## src/rtl/adc_seq_pkg.sv

```systemverilog
package adc_seq_pkg;
  // control word bit positions
  localparam int unsigned B_HOLD    = 0;
  localparam int unsigned B_PANIC   = 1;
  localparam int unsigned B_GLITCH  = 2;
  localparam int unsigned B_ARMRST  = 3;
  localparam int unsigned B_IE      = 6;
  localparam int unsigned B_DONE    = 7;
  localparam int unsigned B_CHAN_LO = 8;
  // interrupt vector, octal 134
  localparam logic [7:0] IRQ_VEC = 8'o134;
endpackage

```

## src/rtl/adc_seq_csr.sv

```systemverilog
module adc_seq_csr
  import adc_seq_pkg::*;
#(
  parameter int unsigned CHAN_W = 6,
  parameter int unsigned WORD_W = 16
) (
  input  logic              clk,
  input  logic              rst,
  input  logic              wr_i,
  input  logic [1:0]        be_i,
  input  logic              sel_i,
  input  logic [WORD_W-1:0] wdata_i,
  output logic [CHAN_W-1:0] chan_q,
  output logic              ie_q,
  output logic              ie_d,
  output logic              hold_q,
  output logic              arm_rst_q,
  output logic              start_req
);
  logic wr_lo, wr_hi;

  assign wr_lo = wr_i && !sel_i && be_i[0];
  assign wr_hi = wr_i && !sel_i && be_i[1];

  // a channel write or a hold-set write requests a conversion
  assign start_req = wr_hi || (wr_lo && wdata_i[B_HOLD]);
  assign ie_d      = wr_lo ? wdata_i[B_IE] : ie_q;

  always_ff @(posedge clk) begin
    if (rst) begin
      chan_q    <= '0;
      ie_q      <= 1'b0;
      hold_q    <= 1'b0;
      arm_rst_q <= 1'b0;
    end else begin
      arm_rst_q <= wr_lo && wdata_i[B_ARMRST];
      ie_q      <= ie_d;
      if (wr_hi) chan_q <= wdata_i[B_CHAN_LO +: CHAN_W];
      if (wr_lo) hold_q <= wdata_i[B_HOLD];
    end
  end
endmodule

```

## src/rtl/adc_seq_conv.sv

```systemverilog
module adc_seq_conv #(
  parameter int unsigned ADC_W  = 12,
  parameter int unsigned WORD_W = 16
) (
  input  logic              clk,
  input  logic              rst,
  input  logic              start_req,
  input  logic              ie_d,
  input  logic              conv_done_i,
  input  logic [ADC_W-1:0]  conv_data_i,
  output logic              conv_start_o,
  output logic              done_q,
  output logic [WORD_W-1:0] sample_q,
  output logic              irq_o
);
  localparam int unsigned EXT_W = WORD_W - ADC_W;

  logic              pend_q, start_q, busy_q, irq_q;
  logic              accept, done_d;
  logic [WORD_W-1:0] sample_d;

  // sign extension; the variant depends on whether padding is needed
  generate
    if (EXT_W > 0) begin : g_sext
      assign sample_d = {{EXT_W{conv_data_i[ADC_W-1]}}, conv_data_i};
    end else begin : g_plain
      assign sample_d = conv_data_i[WORD_W-1:0];
    end
  endgenerate

  // a completion counts only for the conversion actually issued
  assign accept = conv_done_i && busy_q && !start_req;
  assign done_d = start_req ? 1'b0 : (accept ? 1'b1 : done_q);

  always_ff @(posedge clk) begin
    if (rst) begin
      pend_q   <= 1'b0;
      start_q  <= 1'b0;
      busy_q   <= 1'b0;
      done_q   <= 1'b0;
      irq_q    <= 1'b0;
      sample_q <= '0;
    end else begin
      pend_q  <= start_req;
      start_q <= pend_q;
      done_q  <= done_d;
      irq_q   <= done_d && ie_d;
      if (start_req)        busy_q <= 1'b0;
      else if (start_q)     busy_q <= 1'b1;
      else if (conv_done_i) busy_q <= 1'b0;
      if (accept) sample_q <= sample_d;
    end
  end

  assign conv_start_o = start_q;
  assign irq_o        = irq_q;
endmodule

```

## src/rtl/adc_seq_rdmux.sv

```systemverilog
module adc_seq_rdmux
  import adc_seq_pkg::*;
#(
  parameter int unsigned CHAN_W = 6,
  parameter int unsigned WORD_W = 16
) (
  input  logic              clk,
  input  logic              rst,
  input  logic              rd_i,
  input  logic              sel_i,
  input  logic [CHAN_W-1:0] chan_q,
  input  logic              done_q,
  input  logic              ie_q,
  input  logic              hold_q,
  input  logic              glitch_i,
  input  logic              panic_i,
  input  logic [WORD_W-1:0] sample_q,
  output logic [WORD_W-1:0] rdata_o
);
  logic [WORD_W-1:0] ctl_word;

  always_comb begin
    ctl_word                       = '0;
    ctl_word[B_CHAN_LO +: CHAN_W]  = chan_q;
    ctl_word[B_DONE]               = done_q;
    ctl_word[B_IE]                 = ie_q;
    ctl_word[B_GLITCH]             = glitch_i;
    ctl_word[B_PANIC]              = panic_i;
    ctl_word[B_HOLD]               = hold_q;
  end

  always_ff @(posedge clk) begin
    if (rst)       rdata_o <= '0;
    else if (rd_i) rdata_o <= sel_i ? sample_q : ctl_word;
  end
endmodule

```

## src/rtl/adc_seq.sv

```systemverilog
module adc_seq
  import adc_seq_pkg::*;
#(
  parameter int unsigned CHAN_W = 6,
  parameter int unsigned ADC_W  = 12,
  parameter int unsigned WORD_W = 16
) (
  input  logic              clk,
  input  logic              rst,
  input  logic              bus_wr_i,
  input  logic [1:0]        bus_be_i,
  input  logic              bus_sel_i,
  input  logic [WORD_W-1:0] bus_wdata_i,
  input  logic              bus_rd_i,
  output logic [WORD_W-1:0] bus_rdata_o,
  input  logic              alarm_glitch_i,
  input  logic              alarm_panic_i,
  output logic              arm_reset_o,
  output logic              hold_o,
  output logic              conv_start_o,
  output logic [CHAN_W-1:0] conv_chan_o,
  input  logic              conv_done_i,
  input  logic [ADC_W-1:0]  conv_data_i,
  output logic              irq_o,
  output logic [7:0]        irq_vec_o
);
  logic [CHAN_W-1:0] chan_q;
  logic              ie_q, ie_d, hold_q, arm_rst_q, start_req;
  logic              done_q;
  logic [WORD_W-1:0] sample_q;

  adc_seq_csr #(.CHAN_W(CHAN_W), .WORD_W(WORD_W)) u_csr (
    .clk       (clk),
    .rst       (rst),
    .wr_i      (bus_wr_i),
    .be_i      (bus_be_i),
    .sel_i     (bus_sel_i),
    .wdata_i   (bus_wdata_i),
    .chan_q    (chan_q),
    .ie_q      (ie_q),
    .ie_d      (ie_d),
    .hold_q    (hold_q),
    .arm_rst_q (arm_rst_q),
    .start_req (start_req)
  );

  adc_seq_conv #(.ADC_W(ADC_W), .WORD_W(WORD_W)) u_conv (
    .clk          (clk),
    .rst          (rst),
    .start_req    (start_req),
    .ie_d         (ie_d),
    .conv_done_i  (conv_done_i),
    .conv_data_i  (conv_data_i),
    .conv_start_o (conv_start_o),
    .done_q       (done_q),
    .sample_q     (sample_q),
    .irq_o        (irq_o)
  );

  adc_seq_rdmux #(.CHAN_W(CHAN_W), .WORD_W(WORD_W)) u_rd (
    .clk      (clk),
    .rst      (rst),
    .rd_i     (bus_rd_i),
    .sel_i    (bus_sel_i),
    .chan_q   (chan_q),
    .done_q   (done_q),
    .ie_q     (ie_q),
    .hold_q   (hold_q),
    .glitch_i (alarm_glitch_i),
    .panic_i  (alarm_panic_i),
    .sample_q (sample_q),
    .rdata_o  (bus_rdata_o)
  );

  assign arm_reset_o = arm_rst_q;
  assign hold_o      = hold_q;
  assign conv_chan_o = chan_q;
  assign irq_vec_o   = IRQ_VEC;
endmodule

```

## config.mk

```make
export PLATFORM = sky130hd
export DESIGN_NAME = adc_seq
export DESIGN_NICKNAME = d
export VERILOG_FILES = /design/src/rtl/adc_seq_pkg.sv /design/src/rtl/adc_seq_csr.sv /design/src/rtl/adc_seq_conv.sv /design/src/rtl/adc_seq_rdmux.sv /design/src/rtl/adc_seq.sv
export SDC_FILE = /design/constraint.sdc
export NUM_CORES = 1
export LEC_CHECK = 0
export BUFFER_PORTS_ARGS = -buffer_cell sky130_fd_sc_hd__buf_2
export CAP_MARGIN = 20
export CORE_AREA = 2 2 53 80
export CTS_BUF_LIST = sky130_fd_sc_hd__clkbuf_4
export DETAILED_ROUTE_END_ITERATION = 7
export DIE_AREA = 0 0 55 82
export HOLD_SLACK_MARGIN = 0.12
export PLACE_DENSITY = 0.8
export SLEW_MARGIN = 20
export SYNTH_ARGS = -nofsm -noshare
export SYNTH_HDL_FRONTEND = slang
export SYNTH_SLANG_ARGS = --single-unit
```

## constraint.sdc

```tcl
create_clock -name clk -period 1.55 [get_ports clk]
set_input_delay 0.2325 -clock clk [delete_from_list [all_inputs] [get_ports clk]]
set_output_delay 0.2325 -clock clk [all_outputs]
set_load 0.03 [all_outputs]
```

==> results of run 1 <==
-- logic make-up after synthesis --
logic type	Yosys count
AO/OA/AOI/OAI	43
multiplexers	19
buffers and inverters	29
flip-flops	41
other	2
AND/OR/NAND/NOR	51
-- final cells by class --
class | instances | area [um2]
inverter | 2 | 7.51
timing repair buffer | 68 | 403
sequential | 41 | 821
multi-input combinational | 121 | 896
clock buffer | 6 | 45.0
tap | 45 | 56.3
clock inverter | 2 | 33.8
fill | 346 | 1590
-- worst paths after layout --
kind	slack, ns	startpoint	endpoint	cells after the start
worst min register to register	0.46	u_conv.pend_q	u_conv.conv_start_o	1
worst max-delay path	0.27	bus_wdata_i[3]	u_csr.arm_rst_q	5
worst max register to register	0.32	u_conv.busy_q	u_conv.sample_q[1]	3
worst min-delay path	0.13	bus_wdata_i[10]	u_csr.chan_q[2]	3
-- power by group --
part | internal (mW) | switching, mW
registers | 1.08 | 0.0149
logic | 0.105 | 0.192
clock network | 0.353 | 0.341
total | 1.54 | 0.548
-- timing repair --
action	4_1_cts	5_1_grt
hold buffers	8	0
gates resized for setup	0	0
setup buffers	0	0
endpoints found under the hold margin	7	0
-- metrics by stage --
stage	total power [mW]	cell area (um2)	cells	worst slack, ns
final	2.09	2260	285	0.274
after floorplan	1.32	1880	191	0.174
after detailed placement	1.40	2100	269	0.183
after CTS	2.09	2260	285	0.293
after global placement	1.40	2100	269	0.202
after global routing	2.17	2260	285	0.237
-- state kept, by name (all words and copies together) (netlist names) --
name                 flops
u_csr.ie_q               1
u_conv.sample_q         12
u_rd.rdata_o            15
u_conv.busy_q            1
u_conv.irq_o             1
u_csr.hold_q             1
u_csr.chan_q             6
u_conv.conv_start_o      1
u_csr.arm_rst_q          1
u_conv.done_q            1
u_conv.pend_q            1
-- routing by layer --
metal	vias up	GRT usage [%]
li1	793	-
met4	0	12.4
met3	10	4.18
met5	-	0
met2	41	30.7
met1	733	24.5
-- worst register-to-register path: cells and delay by family, from the launching register on --
family	cells	cell delay, ns
and+or+nand+nor	1	0.30
DFF	1	0.34
AOI/OAI and AO/OA	2	0.49
-- layout by cell type, fill, tap and decap left out, drive strengths merged, types with 8 or more instances in the layout --
cell         instances
a211oi              11
o2111a              12
buf                 60
mux2i               19
dlygate4sd3          8
a311o               12
dfxtp               41
conb                 8
nor2                21
nor4b               12
==> summary.txt, run 1 <==
=================================================================================================
Clock tree from TritonCTS ..........................................................         done
Sort of element at the start of the critical path ..................................    input pin
Leading cell type by number of instances after synthesis ........................... sky130_fd_sc_hd__dfxtp_1
Status .............................................................................    completed
EDFF count, synth ..................................................................            0
Inserted Clock Buffers .............................................................            5
Min-Delay Path Class ............................................................... input pin to register
Router iterations before antenna repair ............................................            4
Setup skew after layout ............................................................   0.00606 ns
Fraction of the mapped netlist area in simple logic gates ..........................        15.7%
Number of antenna-violating nets in the routed design ..............................            0
Crit path max-delay family ......................................................... buffers and inverters
Number of instances in the synthesized netlist .....................................          185
Synth warnings .....................................................................            0
Final RePlAce weighted congestion ..................................................        0.794
Synthesized area per cell ..........................................................     10.1 um2
IO Pins ............................................................................           72
Routed metal-1 wire length .........................................................      1750 um
Number of input and output port buffers inserted ...................................           56
X dimension of the die .............................................................        55 um
Share of synthesized cell area in full adder, half adder and majority cells ........           0%
Post-DP HPWL .......................................................................      2700 um
WL final ...........................................................................      4160 um
# setup viols final ................................................................            0
Count of H-tree levels built during CTS ............................................            2
Worst Path Class, Setup ............................................................ input pin to register
Cell type with the highest occurrence count on the critical path ................... sky130_fd_sc_hd__dlygate4sd3_1
Pins Over Slew Limit ...............................................................            0
Fin crit share .....................................................................        82.3%
Clk root buf ....................................................................... sky130_fd_sc_hd__clkbuf_4
Share of layout cells above drive strength 1 .......................................        28.7%
Register bit count reported by yosys ...............................................           41
Biggest area contributors in the synthesized netlist ............................... sky130_fd_sc_hd__dfxtp_1 (44%), sky130_fd_sc_hd__mux2i_1 (10%), sky130_fd_sc_hd__o2111a_1 (7.3%)
Worst slack on hold paths ..........................................................     0.129 ns
Final Core Density .................................................................        58.7%
DRC violations left ................................................................            0
Detail-routed via count per cell ...................................................         5.53
Final Hold Viols ...................................................................            0
Leading register cell type out of synthesis ........................................ sky130_fd_sc_hd__dfxtp_1
Largest net degree at the start of global routing ..................................           41
Total leakage power ................................................................      1.02 nW
Chip height ........................................................................        82 um
Leading cell types by count after synthesis ........................................ sky130_fd_sc_hd__dfxtp_1 (41), sky130_fd_sc_hd__nor2_1 (21), sky130_fd_sc_hd__mux2i_1 (19)
XOR/XNOR share of the synthesized area .............................................           0%
Setup total negative slack .........................................................         0 ns
Netlist Area Pre-Place .............................................................     1860 um2
Shortest clock period the worst path allows after layout ...........................      1.28 ns
Number of distinct library cell variants in the gate-level netlist after synthesis .           27
Required time of the critical path .................................................      1.79 ns
Area of the core ...................................................................     3850 um2
Max-cap check violation count ......................................................            0
Area growth, synth to finish .......................................................        21.5%
Largest fanout on the critical path ................................................            1
DR iter-0 viols ....................................................................           27
Routed length per instance .........................................................      14.6 um
Inserted Diodes ....................................................................            0
Count of vias placed by the detailed router ........................................         1577
Register clock-pin slew on the reported worst setup and hold paths .................      0.12 ns
Power Dens Cells ...................................................................   922 nW/um2
Fraction of the mapped netlist area in compound gates ..............................        20.6%
Wire length on met2 ................................................................      2080 um
CP cell instances .................................................................. dlygate4sd3_1, buf_2, nand2_1, dlygate4sd3_1, nor3_1
Unrepaired setup endpoints after global routing ....................................        false
Maximum clock frequency ............................................................      784 MHz
Routed wl met3 .....................................................................       190 um
Kind of end point of the critical path .............................................     register
Number of antenna violations at the first check in global routing ..................            0
Clock latency on the worst-skew pair ...............................................      0.35 ns
Combinational family with the most area after synthesis ............................ compound AO/OA/AOI/OAI gates
Number of nets in the layout .......................................................          277
First-pass GRT wire length .........................................................      6380 um
Vias in the first global route .....................................................         1328
Library cell contributing the largest single delay on the critical path ............ sky130_fd_sc_hd__dlygate4sd3_1
CP peak stage delay ................................................................      0.55 ns
Clock sink total ...................................................................           41
Cell accounting for the most synthesized area ...................................... sky130_fd_sc_hd__dfxtp_1
Arr. time, crit path ...............................................................      1.52 ns
Core Rows ..........................................................................           28
Total buffers and inverters traversed by the critical path .........................            3
Worst vdd rail ir drop .............................................................     0.716 mV
Initial standard-cell utilization of the core ......................................        48.3%
Aggregate global-route resource usage ..............................................        19.9%
Fraction of registers with async set or reset after synthesis ......................           0%
Max clock buf depth ................................................................            2
Overall die area ...................................................................     4510 um2
Final global-route overflow total ..................................................            0
Mux cell area share after synthesis ................................................        10.2%
Top Metal Used .....................................................................         met4
Sequential-to-total area share from yosys stat .....................................        44.1%
Area fraction of the dominant cell type after synthesis ............................        44.1%
=================================================================================================
(Power assumes the default switching activity.)
==> run 2: changes to the inputs <==
Clock period 1.55 ns to 1.3 ns, I/O delays scaled along.
==> run 2 against run 1 <==
  * Combinational power is 29% higher
  * Clock skew is 0.0035 ns higher
  * Largest cell class unchanged
  * Count of clock-buffer cells in the layout stayed put
  * Global-route usage is 0.30 points higher
  * Sequential power is 19% higher
  * Highest routed layer unchanged
==> summary.txt, run 2 (synthesis gave the netlist of run 1 again) <==
======================================================================================
Status ..................................................................    completed   unchanged
CP peak stage delay .....................................................      0.55 ns   about the same
Shortest clock period the worst path allows after layout ................      1.26 ns
Count of H-tree levels built during CTS .................................            2   unchanged
Largest registers ....................................................... u_rd.rdata_o x15, u_conv.sample_q x12, u_csr.chan_q x6   unchanged
Kind of end point of the critical path ..................................     register   unchanged
Core Rows ...............................................................           28   unchanged
Stages on worst setup path ..............................................            5   unchanged
Chip height .............................................................        82 um   unchanged
Number of nets in the layout ............................................          284   was 277
Largest fanout on the critical path .....................................            1   unchanged
Cell type with the highest occurrence count on the critical path ........ sky130_fd_sc_hd__dlygate4sd3_1   unchanged
Area of the core ........................................................     3850 um2   unchanged
Total buffers and inverters traversed by the critical path ..............            3   unchanged
Setup total negative slack ..............................................         0 ns   unchanged
Setup skew after layout .................................................   0.00951 ns   was 0.00606 ns
Inserted Diodes .........................................................            0   unchanged
Max clock buf depth .....................................................            2   unchanged
Final Hold Viols ........................................................            0   unchanged
Routed length per instance ..............................................      14.6 um   about the same
Area of the multi-input gates ...........................................      897 um2   was 896 um2
Initial standard-cell utilization of the core ...........................        48.3%   unchanged
Total leakage power .....................................................      1.04 nW   was 1.02 nW
Number of antenna violations at the first check in global routing .......            0   unchanged
Reg with most FFs ....................................................... u_rd.rdata_o   unchanged
Max-cap check violation count ...........................................            0   unchanged
Clock tree from TritonCTS ...............................................         done   unchanged
Overall die area ........................................................     4510 um2   unchanged
Detail-routed via count per cell ........................................         5.56   was 5.53
Pins Over Slew Limit ....................................................            0   unchanged
Largest register FFs ....................................................           15   unchanged
Aggregate global-route resource usage ...................................        20.2%   was 19.9%
Count of vias placed by the detailed router .............................         1617   was 1577
Crit path max-delay family .............................................. buffers and inverters   unchanged
Vias in the first global route ..........................................         1442   was 1328
# setup viols final .....................................................            0   unchanged
Inserted Clock Buffers ..................................................            5   unchanged
Fin crit share ..........................................................        96.6%
Required time of the critical path ......................................      1.58 ns   was 1.79 ns
First-pass GRT wire length ..............................................      6560 um   was 6380 um
Clock sink total ........................................................           41   unchanged
Depth of the worst hold-timing path .....................................            4   was 3
DR iter-0 viols .........................................................           55   was 27
Share of layout cells above drive strength 1 ............................        30.1%   was 28.7%
Final global-route overflow total .......................................            0   unchanged
X dimension of the die ..................................................        55 um   unchanged
Arr. time, crit path ....................................................      1.53 ns   was 1.52 ns
Filler instances ........................................................          363   was 346
Path depth of the worst reg2reg path ....................................            2   was 3
Number of antenna-violating nets in the routed design ...................            0   unchanged
IO Pins .................................................................           72   unchanged
Most common library cell in the layout ignoring fill and taps ........... sky130_fd_sc_hd__buf_2   unchanged
Final Core Density ......................................................        60.1%   was 58.7%
Worst Path Class, Setup ................................................. input pin to register   unchanged
Total Power .............................................................      2.29 mW   was 2.09 mW
Final RePlAce weighted congestion .......................................        0.804   was 0.794
Sort of element at the start of the critical path .......................    input pin   unchanged
Clk root buf ............................................................ sky130_fd_sc_hd__clkbuf_4   unchanged
Library cell contributing the largest single delay on the critical path . sky130_fd_sc_hd__dlygate4sd3_1   unchanged
Number of input and output port buffers inserted ........................           56   unchanged
Unrepaired setup endpoints after global routing .........................        false   unchanged
Area growth, synth to finish ............................................        24.4%   was 21.5%
Register clock-pin slew on the reported worst setup and hold paths ......      0.12 ns   about the same
Clock latency on the worst-skew pair ....................................      0.34 ns   was 0.35 ns
WL final ................................................................      4260 um   was 4160 um
Min-Delay Path Class .................................................... input pin to register   unchanged
DRC violations left .....................................................            0   unchanged
Worst vdd rail ir drop ..................................................     0.655 mV   was 0.716 mV
Maximum clock frequency .................................................      796 MHz
Register area ...........................................................      821 um2   unchanged
CP cell instances ....................................................... dlygate4sd3_1, buf_2, nand2_1, dlygate4sd3_1, nor3_1   unchanged
Power Dens Cells ........................................................   988 nW/um2   was 922 nW/um2
Commonest cells after routing, fill and taps aside ...................... sky130_fd_sc_hd__buf_2 (56), sky130_fd_sc_hd__dfxtp_1 (41), sky130_fd_sc_hd__nor2_1 (21)   unchanged
Router iterations before antenna repair .................................            4   unchanged
Post-DP HPWL ............................................................      2760 um   was 2700 um
Largest net degree at the start of global routing .......................           28   was 41
======================================================================================
==> run 2: cell count changes in the layout (fill, tap and decap cells not counted), sizes merged <==
cell,change
dlygate4sd3,+2
buf,+5
bufinv,-1
==> run 2: layer usage <==
metal | part of all wire (%) | vias to the layer above | GRT usage, %
li1 | - | 802 | -
met1 | 42 | 750 | 24.0
met2 | 49 | 53 | 31.7
met3 | 5.0 | 12 | 4.55
met4 | 3.9 | 0 | 13.2
met5 | 0 | - | 0
==> run 2: worst paths after layout <==
kind | to | startpoint | slack (ns)
hold reg to reg | u_conv.conv_start_o | u_conv.pend_q | 0.45
setup reg to reg | u_conv.sample_q[9] | u_conv.busy_q | 0.11
hold / removal | u_conv.busy_q | conv_done_i | 0.17
setup / recovery | u_csr.arm_rst_q | bus_wdata_i[3] | 0.04
==> run 2: power breakdown <==
part           internal [mW]  switching, mW  leakage, nW
clock                  0.218          0.384       0.0292
combinational          0.146          0.236        0.681
sequential              1.29         0.0173        0.333
==> run 2: cell type report <==
type | instances | share of cell area [%]
multi-input cells | 121 | 38.7
flip-flops and latches | 41 | 35.4
repair buffers | 75 | 21.0
well taps | 45 | 2.43
clock buffers | 6 | 1.94
inverters | 2 | 0.324
clock inverters | 1 | 0.162
==> run 2: timing repair <==
action,in CTS,in global routing
setup buffers,0,0
hold buffers,10,0
endpoints found under the setup margin,0,1
gates resized for setup,0,1
hold endpoints to repair,9,0
==> run 2: worst register-to-register path, delay by kind of cell (launching register included) <==
kind / cells / cell delay, ns
flops: 1 / 0.36
compound gates: 1 / 0.45
simple gates: 1 / 0.28
==> run 2: stage by stage <==
step	std cells	cell area, um2	setup slack [ns]	hold WS (ns)
CTS	291	2310	0.0598	0.166
global placement	274	2170	-0.0278	0.421
finish	291	2320	0.0443	0.173
floorplan	191	1890	0.0268	0.313
global route	291	2320	0.0166	0.184
detailed placement	274	2170	-0.0394	0.433
==> run 3: changes to the inputs <==
Settings changed: PLACE_DENSITY 0.8 to unset, PLACE_DENSITY_LB_ADDON set to 0.15.
==> run 3 against run 2 <==
  * Total power decreased by 0.37%
  * Register-to-register slack hardly changed
  * Highest routed layer unchanged
  * Fmax about the same
  * Count of clock-buffer cells in the layout is the same
  * Worst setup slack is essentially flat
  * Global-route usage is 1.4 points higher
  * Sequential cell count did not move
  * Final area fell by 0.43%
  * Sequential share of layout area increased by 0.15 points
  * Cell count down 0.69%
  * Die area stayed put
==> summary.txt, run 3 (synthesis gave the netlist of run 1 again) <==
=================================================================================
Status .............................................................    completed   unchanged
Share of layout cells above drive strength 1 .......................        29.9%   was 30.1%
Core Rows ..........................................................           28   unchanged
Min-Delay Path Class ............................................... input pin to register   unchanged
Final global-route overflow total ..................................            0   unchanged
Power Dens Cells ...................................................   989 nW/um2   was 988 nW/um2
Pins Over Slew Limit ...............................................            0   unchanged
Count of H-tree levels built during CTS ............................            2   unchanged
Arr. time, crit path ...............................................      1.50 ns   was 1.53 ns
Routed length per instance .........................................      15.7 um   was 14.6 um
Shortest clock period the worst path allows after layout ...........      1.26 ns   about the same
Total Power ........................................................      2.28 mW   was 2.29 mW
Number of input and output port buffers inserted ...................           56   unchanged
DRC violations left ................................................            0   unchanged
Commonest cells after routing, fill and taps aside ................. sky130_fd_sc_hd__buf_2 (56), sky130_fd_sc_hd__dfxtp_1 (41), sky130_fd_sc_hd__nor2_1 (21)   unchanged
Count of vias placed by the detailed router ........................         1621   was 1617
Pre-CTS setup slack ................................................   -0.0792 ns   was -0.0394 ns
Post-CTS Setup Bufs ................................................            0   unchanged
X dimension of the die .............................................        55 um   unchanged
Router iterations before antenna repair ............................            4   unchanged
Worst Path Class, Setup ............................................ input pin to register   unchanged
Total leakage power ................................................      1.03 nW   was 1.04 nW
Worst vdd rail ir drop .............................................     0.600 mV   was 0.655 mV
Max-cap check violation count ......................................            0   unchanged
Sort of element at the start of the critical path ..................    input pin   unchanged
Inserted Clock Buffers .............................................            5   unchanged
Worst setup path startpoint ........................................ bus_wdata_i[3]   unchanged
Area of the core ...................................................     3850 um2   unchanged
Most common library cell in the layout ignoring fill and taps ...... sky130_fd_sc_hd__buf_2   unchanged
Largest registers .................................................. u_rd.rdata_o x15, u_conv.sample_q x12, u_csr.chan_q x6   unchanged
Clock latency on the worst-skew pair ...............................      0.34 ns   about the same
Aggregate global-route resource usage ..............................        21.6%   was 20.2%
WL final ...........................................................      4540 um   was 4260 um
Maximum clock frequency ............................................      796 MHz   about the same
Max clock buf depth ................................................            2   unchanged
DR iter-0 viols ....................................................           27   was 55
Largest fanout on the critical path ................................            1   unchanged
Reg-to-reg slack, setup ............................................      0.11 ns   about the same
Register clock-pin slew on the reported worst setup and hold paths .      0.11 ns   was 0.12 ns
Clock sink total ...................................................           41   unchanged
Reg2Reg Launch Point ............................................... u_conv.busy_q   unchanged
Final RePlAce weighted congestion ..................................        0.775   was 0.804
Overall die area ...................................................     4510 um2   unchanged
Number of antenna-violating nets in the routed design ..............            0   unchanged
Clock tree from TritonCTS ..........................................         done   unchanged
Vias in the first global route .....................................         1550   was 1442
Final Hold Viols ...................................................            0   unchanged
# setup viols final ................................................            0   unchanged
Largest net degree at the start of global routing ..................           41   was 28
Kind of end point of the critical path .............................     register   unchanged
Number of antenna violations at the first check in global routing ..            0   unchanged
Portion of total power attributed to the clock network .............        26.1%   was 26.3%
Source of the worst hold timing path ...............................  conv_done_i   unchanged
Share of power burned in registers .................................        57.3%   was 57.0%
Number of nets in the layout .......................................          282   was 284
Chip height ........................................................        82 um   unchanged
Final worst-path setup slack .......................................    0.0439 ns   was 0.0443 ns
Inserted Diodes ....................................................            0   unchanged
Post-DP HPWL .......................................................      3090 um   was 2760 um
Initial standard-cell utilization of the core ......................        48.3%   unchanged
Reg with most FFs .................................................. u_rd.rdata_o   unchanged
Required time of the critical path .................................      1.55 ns   was 1.58 ns
Sw frac ............................................................        27.7%   was 27.8%
Setup skew after layout ............................................   0.00949 ns   was 0.00951 ns
Switching component of the power ...................................     0.632 mW   was 0.637 mW
Clk root buf ....................................................... sky130_fd_sc_hd__clkbuf_4   unchanged
Unrepaired setup endpoints after global routing ....................        false   unchanged
First-pass GRT wire length .........................................      6960 um   was 6560 um
Detail-routed via count per cell ...................................         5.61   was 5.56
Largest register FFs ...............................................           15   unchanged
Filler instances ...................................................          345   was 363
Area growth, synth to finish .......................................        23.9%   was 24.4%
Setup total negative slack .........................................         0 ns   unchanged
Power share of the combinational group .............................        16.6%   was 16.7%
Int Pwr ............................................................      1.65 mW   about the same
Final Instance Count excl. Fillers .................................          289   was 291
Cell count after placement .........................................          272   was 274
Fin crit share .....................................................        96.6%   about the same
IO Pins ............................................................           72   unchanged
=================================================================================
[run 3: cell types whose count changed in the layout (fill, tap and decap cells not counted)]
cell and delta:
sky130_fd_sc_hd__buf_4 -2, sky130_fd_sc_hd__nor3_2 +1, sky130_fd_sc_hd__nor3_1 -1
[run 3: per-stage QoR]
step	cell area (um2)	utilization, %	hold WS, ns
final	2310	59.8	0.176
after global routing	2310	59.8	0.209
after CTS	2300	59.7	0.161
after detailed placement	2150	55.8	0.430
after global placement	2150	55.8	0.422
after floorplan	1890	-	0.313
[run 3: final cells by class]
cell class / count / area [um2] / area share (%)
timing repair buffer: 73 / 470 / 20.4
inverter: 2 / 7.51 / 0.326
sequential: 41 / 821 / 35.6
multi-input combinational: 121 / 902 / 39.1
clock buffer: 6 / 45.0 / 1.95
tap: 45 / 56.3 / 2.44
clock inverter: 1 / 3.75 / 0.163
[run 3: critical path, stage by stage]
cell,delay (ns)
sky130_fd_sc_hd__dlygate4sd3_1,0.54
sky130_fd_sc_hd__buf_2,0.12
sky130_fd_sc_hd__nand2_1,0.05
sky130_fd_sc_hd__dlygate4sd3_1,0.56
sky130_fd_sc_hd__nor3_2,0.04
[run 3: metal layers]
metal / global-route usage [%] / wire, um / vias up
met2: 39.4 / 2540 / 41
met5: 0 / 0 / -
met1: 23.3 / 1710 / 775
met4: 8.78 / 110 / 0
met3: 4.00 / 184 / 9
li1: - / - / 796
[run 3: worst paths after layout]
check | to | depth (start not counted)
worst max-delay path | u_csr.arm_rst_q | 5
worst min register to register | u_conv.conv_start_o | 1
worst min-delay path | u_conv.busy_q | 4
worst max register to register | u_conv.sample_q[2] | 3
[run 3: power by group through the flow]
stage / clock, mW / combinational [mW] / sequential [mW]
6_report: 0.595 / 0.379 / 1.31
5_1_grt: 0.665 / 0.409 / 1.31
4_1_cts: 0.621 / 0.376 / 1.31
3_5_place_dp: 0 / 0.352 / 1.34
3_3_place_gp: 0 / 0.342 / 1.33
2_1_floorplan: 0 / 0.194 / 1.39
[run 3: what timing repair did]
action	4_1_cts	5_1_grt
resized for setup	0	2
endpoints found under the hold margin	9	0
endpoints found under the setup margin	0	5
hold buffers	10	0
